===== config.mk =====
export PLATFORM = sky130hd
export DESIGN_NAME = bdsel_insert_ctrl
export DESIGN_NICKNAME = d
export VERILOG_FILES = /design/src/rtl/bdsel_pkg.sv /design/src/rtl/bdsel_sync.sv /design/src/rtl/bdsel_edge.sv /design/src/rtl/bdsel_hold_timer.sv /design/src/rtl/bdsel_insert_ctrl.sv
export SDC_FILE = /design/constraint.sdc
export NUM_CORES = 1
export LEC_CHECK = 0
export ABC_AREA = 1
export ABC_CLOCK_PERIOD_IN_PS = 4300
export CAP_MARGIN = 10
export CORE_MARGIN = 10
export CORE_UTILIZATION = 60
export CTS_CLUSTER_SIZE = 25
export DETAILED_ROUTE_END_ITERATION = 10
export MAX_ROUTING_LAYER = met4
export PLACE_DENSITY = 0.8
export SYNTH_ARGS = -nofsm -noshare
export SYNTH_HDL_FRONTEND = slang
export SYNTH_HIERARCHICAL = 1
export SYNTH_SLANG_ARGS = --single-unit

===== constraint.sdc =====
create_clock -name clk -period 4.3 [get_ports clk]
set_input_delay 0.43 -clock clk [delete_from_list [all_inputs] [get_ports clk]]
set_output_delay 0.43 -clock clk [all_outputs]
set_load 0.005 [all_outputs]

===== src/rtl/bdsel_pkg.sv =====
package bdsel_pkg;

    typedef struct packed {
        logic chg;
        logic off;
        logic clr;
        logic lvl;
    } edge_regs_t;

    typedef struct packed {
        logic active;
    } hold_flags_t;

endpackage


===== src/rtl/bdsel_sync.sv =====
module bdsel_sync #(
    parameter int STAGES    = 2,
    parameter bit RESET_VAL = 1'b1
) (
    input  logic clk,
    input  logic rst_n,
    input  logic d,
    output logic q
);
    localparam int LAST = STAGES - 1;

    logic [LAST:0] sh_d, sh_q;

    always_comb begin
        sh_d = {sh_q[LAST-1:0], d};
    end

    always_ff @(posedge clk or negedge rst_n) begin
        if (!rst_n) sh_q <= {STAGES{RESET_VAL}};
        else        sh_q <= sh_d;
    end

    assign q = sh_q[LAST];


    sync_delay_chk: assert property (@(posedge clk) disable iff (!rst_n)
        sh_q[1] == $past(sh_q[0]));
endmodule


===== src/rtl/bdsel_edge.sv =====
module bdsel_edge
    import bdsel_pkg::*;
(
    input  logic clk,
    input  logic rst_n,
    input  logic lvl_i,
    output logic rise_o,
    output logic fall_o,
    output logic chg_o,
    output logic off_o,
    output logic clr_o
);
    edge_regs_t r_d, r_q;

    always_comb begin
        rise_o  = lvl_i & ~r_q.lvl;
        fall_o  = ~lvl_i & r_q.lvl;
        r_d     = r_q;
        r_d.lvl = lvl_i;
        r_d.chg = rise_o | fall_o;
        r_d.off = rise_o;
        r_d.clr = fall_o;
    end

    always_ff @(posedge clk or negedge rst_n) begin
        if (!rst_n) r_q <= '{chg: 1'b0, off: 1'b0, clr: 1'b0, lvl: 1'b1};
        else        r_q <= r_d;
    end

    assign chg_o = r_q.chg;
    assign off_o = r_q.off;
    assign clr_o = r_q.clr;


    off_on_high_chk: assert property (@(posedge clk) disable iff (!rst_n)
        r_q.off |-> r_q.lvl);


    clr_on_low_chk: assert property (@(posedge clk) disable iff (!rst_n)
        r_q.clr |-> !r_q.lvl);


    one_kind_chk: assert property (@(posedge clk) disable iff (!rst_n)
        $onehot0({r_q.off, r_q.clr}));
endmodule


===== src/rtl/bdsel_hold_timer.sv =====
module bdsel_hold_timer
    import bdsel_pkg::*;
#(
    parameter int HOLD_CYCLES = 20_000_000
) (
    input  logic clk,
    input  logic rst_n,
    input  logic start_i,
    input  logic cancel_i,
    output logic done_o
);
    localparam int CNT_W = (HOLD_CYCLES > 2) ? $clog2(HOLD_CYCLES) : 1;
    localparam logic [CNT_W-1:0] LAST = CNT_W'(HOLD_CYCLES - 1);

    hold_flags_t f_d, f_q;
    logic [CNT_W-1:0] cnt_d, cnt_q;

    always_comb begin
        f_d    = f_q;
        cnt_d  = cnt_q;
        done_o = f_q.active && (cnt_q == LAST) && !cancel_i;
        if (cancel_i) begin
            f_d.active = 1'b0;
        end else if (start_i) begin
            f_d.active = 1'b1;
            cnt_d      = '0;
        end else if (done_o) begin
            f_d.active = 1'b0;
        end else if (f_q.active) begin
            cnt_d = cnt_q + 1'b1;
        end
    end

    always_ff @(posedge clk or negedge rst_n) begin
        if (!rst_n) begin
            f_q   <= '{active: 1'b0};
            cnt_q <= '0;
        end else begin
            f_q   <= f_d;
            cnt_q <= cnt_d;
        end
    end


    cnt_bound_chk: assert property (@(posedge clk) disable iff (!rst_n)
        f_q.active |-> cnt_q <= LAST);


    cancel_stops_chk: assert property (@(posedge clk) disable iff (!rst_n)
        cancel_i |=> !f_q.active);
endmodule


===== src/rtl/bdsel_insert_ctrl.sv =====
module bdsel_insert_ctrl #(
    parameter int NCH         = 4,
    parameter int HOLD_CYCLES = 20_000_000,
    parameter int SYNC_STAGES = 2
) (
    input  logic           clk,
    input  logic           rst_n,
    input  logic           bdsel_n_async,
    input  logic           on_lvl,
    input  logic           seq_mode,
    output logic           bdsel_lvl,
    output logic           cos_pulse,
    output logic           clr_faults,
    output logic           sw_off_req,
    output logic [NCH-1:0] onctl
);
    logic lvl_s, rise, fall, done;
    logic [NCH-1:0] onctl_d, onctl_q;

    bdsel_sync #(.STAGES(SYNC_STAGES), .RESET_VAL(1'b1)) u_sync (
        .clk(clk), .rst_n(rst_n), .d(bdsel_n_async), .q(lvl_s)
    );

    bdsel_edge u_edge (
        .clk(clk), .rst_n(rst_n), .lvl_i(lvl_s),
        .rise_o(rise), .fall_o(fall),
        .chg_o(cos_pulse), .off_o(sw_off_req), .clr_o(clr_faults)
    );

    bdsel_hold_timer #(.HOLD_CYCLES(HOLD_CYCLES)) u_timer (
        .clk(clk), .rst_n(rst_n), .start_i(fall), .cancel_i(rise), .done_o(done)
    );

    always_comb begin
        onctl_d = onctl_q;
        if (fall && seq_mode)
            onctl_d[NCH-1:1] = '0;
        if (done) begin
            if (seq_mode) onctl_d[0] = on_lvl;
            else          onctl_d    = {NCH{on_lvl}};
        end
    end

    always_ff @(posedge clk or negedge rst_n) begin
        if (!rst_n) onctl_q <= '0;
        else        onctl_q <= onctl_d;
    end

    assign bdsel_lvl = lvl_s;
    assign onctl     = onctl_q;


    onctl_cause_chk: assert property (@(posedge clk) disable iff (!rst_n)
        !$stable(onctl_q) |-> $past(done || (fall && seq_mode)));


    seq_clear_chk: assert property (@(posedge clk) disable iff (!rst_n)
        (clr_faults && $past(seq_mode)) |-> onctl_q[NCH-1:1] == '0);
endmodule


Word-level counts from Yosys, hierarchy flattened
Cells that the tools add are included.
{"block": "word_totals", "regBits": 36, "in_bits": 5, "output_inout_bits": 8, "word_cells": 34}
{"block": "op_classes", "addsub": 1, "eq_ne": 2, "n_mux": 9, "bitwise": 6, "n_reduce_logical": 7}
{"cell": "two-way mux 25 bit", "count": 3}
{"cell": "adder 25 x 1 -> 25 bit (second input constant)", "count": 1}
{"cell": "== test 25 bit (second input constant)", "count": 1}
{"cell": "two-way mux 3 bit", "count": 2}
{"cell": "two-way mux 4 bit", "count": 1}
{"cell": "logical AND 1 bit", "count": 3}
{"cell": "two-way mux 1 bit", "count": 3}
{"cell": "NOT 1 bit", "count": 3}
{"cell": "AND reduction 3 bit", "count": 1}
{"cell": "nonzero test 3 bit", "count": 1}
{"cell": "AND 1 bit", "count": 2}
{"cell": "inequality test 2 bit (second input constant)", "count": 1}
{"cell": "nonzero test 2 bit", "count": 1}
{"cell": "logical NOT 1 bit", "count": 1}
{"cell": "bitwise OR 1 bit", "count": 1}

Depth between registers and ports, before layout
{"block": "logic_depth", "word_depth": 7, "mapped_depth": 11, "ltp_nobuf": 10}

Cells and area by module
The synthesis kept the hierarchy.
{"mod": "bdsel_hold_timer", "instances": 1, "cells_each": 280, "area_per_inst_um2": 1791.7, "seq_area_each_um2": 650.6}
{"mod": "bdsel_insert_ctrl", "instances": 1, "cells_each": 17, "area_per_inst_um2": 155.1, "seq_area_each_um2": 100.1}
{"mod": "bdsel_edge", "instances": 1, "cells_each": 9, "area_per_inst_um2": 137.6, "seq_area_each_um2": 101.3}
{"mod": "bdsel_sync", "instances": 1, "cells_each": 2, "area_per_inst_um2": 52.6, "seq_area_each_um2": 52.6}

Worst setup path after synthesis
OpenSTA, ideal clock, no wires.
{"block": "synth_timing", "path_type": "flip-flop to flip-flop", "from": "register u_timer.cnt_q[0]", "to": "register u_timer.cnt_q[18]", "setup_ps": 83, "t_arrival_ps": 1602, "required_ps": 4217, "slack_ps": 2615, "stages_incl_launch_ff": 11, "path_buffers": 1, "period_less_slack_ps": 1685, "path_cell_list": "dfrtp_1 -> ha_1 -> inv_1 -> nor2_2 -> nand2_2 -> nor2_2 -> nand2_2 -> a21oi_4 -> buf_6 -> nand2_1 -> o21ai_0"}
{"block": "synth_via", "elab_chain_len": 5, "elab_cells_between_ends": 9, "cone_classes": "add/sub: 1; eq/ne: 2; mux: 3; reduce/logical: 3"}
{"element": "start: declaration", "line": "bdsel_hold_timer.sv:16", "rtl": "logic [CNT_W-1:0] cnt_d, cnt_q;"}
{"element": "start signal: assignment", "line": "bdsel_hold_timer.sv:40", "rtl": "cnt_q <= cnt_d;"}
{"element": "branches (longest 5 deep; another with adder 25 x 1 -> 25 bit)"}
Parallel ways; which one is timed is not known. The select of a mux whose other input is x is not followed.
A chain may end at the register's enable or synchronous reset.

Worst setup path after layout
{"block": "layout_timing", "from": "register u_edge/r_q[0] (netlist bit)", "to": "register u_timer.cnt_q[5]"}
{"block": "layout_via", "elab_cells_between_ends": 10, "cone_classes": "eq/ne: 1; mux: 1; bitwise: 4; reduce/logical: 4"}
{"element": "start: declaration", "line": "bdsel_edge.sv:13", "rtl": "edge_regs_t r_d, r_q;"}
{"element": "start signal: assignment", "line": "bdsel_edge.sv:26", "rtl": "if (!rst_n) r_q <= '{chg: 1'b0, off: 1'b0, clr: 1'b0, lvl: 1'b1};"}
{"element": "start signal: assignment", "line": "bdsel_edge.sv:27", "rtl": "else r_q <= r_d;"}
{"element": "AND 1 bit (*)", "line": "bdsel_edge.sv:17", "rtl": "fall_o = ~lvl_i & r_q.lvl;"}
{"element": "via fall", "line": "bdsel_insert_ctrl.sv:17", "rtl": "logic lvl_s, rise, fall, done;"}
{"element": "inequality test 2 bit (no source line) or nonzero test 2 bit (tied branches)"}
{"element": "AND reduction 3 bit (no source line)"}
Mark *: on every way through the listed nets, which the timed path passes. The rest lies on a longest branch.

==> results.toml <==
[cts]
numCtsBuffers = 5
ctsLongestPathBuffers = 2
clock-sinks = 36
clkTransAtPathRegs_ps = 100
clkLatencyLatePin_ps = 340
cts_htree_levels = 2
cts_tree = "built"
clockRootBuffer = "clkbuf_4"
cts_resized = 0
cts_hold_buf = 0
post_cts_buffers = 0

[pwr]
power_density_nw_per_um2 = 298
power.switching_w = 0.000189
p_sw_frac = 0.270
intPower_w = 0.000511
peakVddDrop_uv = 226
p_leak_nw = 1.12
combinationalPowerShare = 0.124
power.share.clock = 0.334
power_frac_seq = 0.542

[finish]
area_growth_pct = 9.72
drive_gt1_frac = 0.0528
final_common_cell = "nand2_1"
final_cell_mix = "112 x nand2_1, 53 x nor2_1, 33 x nand3_1, 33 x dfrtp_1, 28 x inv_1"
diodes = 0
stdcell_count = 368
utilization = 0.692
fin_nets = 329
design_area_um2 = 2340

[global_routing]
antenna_found_initial = 0
grt_max_degree = 37
track_usage = 0.171
overflow = 0
grt_pass1_wl_um = 8490
grt_pass1_vias = 1852

[timing]
fin_ws_ps = 1640
finClkSkew_ps = 6.18
min_period_ps = 2660
worst_slew_pin_slew_ps = 774
fin_crit_sh = 0.618
finalSetupTns_ps = 0
hold_viol = 0
maxSlewViolCount = 0
relSlewSlack = 0.484
fmax_mhz = 376
setup_viol = 0
rsz0062_at_grt = "no"

[setup_path]
cp_common_cell = "inv_1"
critPathBufInv = 2
critPathLaunchType = "flop"
critPathArrivalTime_ps = 2850
critPathTopFamily = "simple AND/OR/NAND/NOR gates"
cpMaxStageDelayCell = "dfstp_2"
cp_max_fo = 20
worst-path-stages = 6
cp_cell_sequence = "ha_1 > inv_1 > nor2_1 > inv_1 > nand2_1 > o21ai_0"
worstPathRequired_ps = 4500
end_kind = "flop"
reg2reg_depth = 6
criticalPathCategory = "reg -> reg"
cpPeakStageDelay_ps = 540

[floorplanning]
io_pins = 13
start_util = 0.630
die_w_um = 79.7
die_h_um = 79.7
design.core.area_um2 = 3390
rows = 21
fp.dieArea_um2 = 6350

[synthesis]
synth_nets = 316
synthCells = 308
ys_types = 22
yosysWarnings = 6
yosysSeqAreaShare = 0.423
syn-mean-instance-area_um2 = 6.94
syn-cell-area_um2 = 2140
synth-seq-cells = 36

[min_path]
worstHoldPathType = "in -> async"

[drt]
dr.first_iter.drc_count = 158
num_vias = 1901
drcViolationCount = 0
first_pass_iters = 4
postRouteAntennaNets = 0
wirelength_um = 4660
routedWlPerCell_um = 12.7
via_per_inst = 5.17

[place]
preCtsSetupSlack_ps = 1700
postPlaceCellArea_um2 = 2270
dp.cells = 360
port_buffers = 12
place.gp.congestion = 0.917
dp_hpwl_um = 3350

[outcome]
outcome = "finished clean"

[run]
maxCapViolCount = 0
## synth_stat cells, drive strengths merged
cell type  count  area share
xor2          13       0.053
clkbuf         1      0.0018
dfstp          3       0.037
nor4           2      0.0059
nand2        114        0.20
inv           28       0.049
buf            5       0.018
nand3b         1      0.0035
xnor2          1      0.0041
nand3         33       0.077
nor2          56        0.10
a21oi          1      0.0076
and3           1      0.0029
nor3           2      0.0047
o21ai          9       0.021
ha             3       0.018
nand4          2      0.0059
dfrtp         33        0.39
## power by group through the flow
stage	Clock, W	Sequential, W	Combinational, W
floorplan	0	0.000382	0.0000643
global placement	0	0.000385	0.0000848
global route	0.000256	0.000384	0.000102
CTS	0.000241	0.000379	0.0000877
finish	0.000234	0.000379	0.0000865
detailed placement	0	0.000385	0.0000873
## per-stage QoR
stage | hold WS, ps | total power (W)
after floorplan | 134 | 0.000446
after global placement | 345 | 0.000469
after detailed placement | 349 | 0.000473
after CTS | 174 | 0.000707
after global routing | 191 | 0.000742
final | 157 | 0.000700
## metal layers
metal | wire length, um | vias up | GRT usage
li1 | - | 983 | -
met1 | 2210 | 860 | 0.216
met2 | 2130 | 52 | 0.255
met3 | 287 | 6 | 0.0529
met4 | 39 | 0 | 0.0538
met5 | 0 | - | -
## state kept, by name, indices dropped and copies added (netlist names)
signal         cells
u_timer/f_q        1
u_edge/r_q         1
u_sync/sh_q        2
u_timer/cnt_q     25
onctl              4
u_edge/chg_o       1
u_edge/clr_o       1
u_edge/off_o       1
## logic make-up (layout without fill, tap and decap cells)
kind of cell    after synthesis  count (layout)  synth area share
simple gates                211             211             0.405
fa+ha+maj                     3               3            0.0176
flops                        36              36             0.423
compound gates               10              10            0.0287
xor+xnor                     14              14            0.0574
buf+inv                      34              48            0.0685
## final cells by class
type,count,area (um^2)
clock buffers,6,41.3
flip-flops and latches,36,905
clock inverters,2,35.0
inverters,28,105
fillers,300,1040
well taps,46,57.6
repair buffers,12,115
multi-input cells,238,1090
## worst reg2reg max path, cell delays in order, from the launching register on
cell	delay, ps
dfstp_2	540
ha_1	490
inv_1	370
nor2_1	340
inv_1	90
nand2_1	510
o21ai_0	180
## path summary, 6_finish.rpt
path / startpoint / endpoint / slack [ps]
setup reg to reg: u_edge/r_q[0]$_DFF_PN1_ / u_timer/cnt_q[5]$_DFFE_PN0P_ / 1640
max in group asynchronous: rst_n / u_timer/cnt_q[12]$_DFFE_PN0P_ / 3660
hold / removal: rst_n / onctl[2]$_DFF_PN0_ / 160
setup / recovery: u_edge/r_q[0]$_DFF_PN1_ / u_timer/cnt_q[5]$_DFFE_PN0P_ / 1640
hold reg to reg: u_sync/sh_q[0]$_DFF_PN1_ / u_sync/sh_q[1]$_DFF_PN1_ / 360
min in group clk: u_sync/sh_q[0]$_DFF_PN1_ / u_sync/sh_q[1]$_DFF_PN1_ / 360
(Power assumes the default switching activity.)
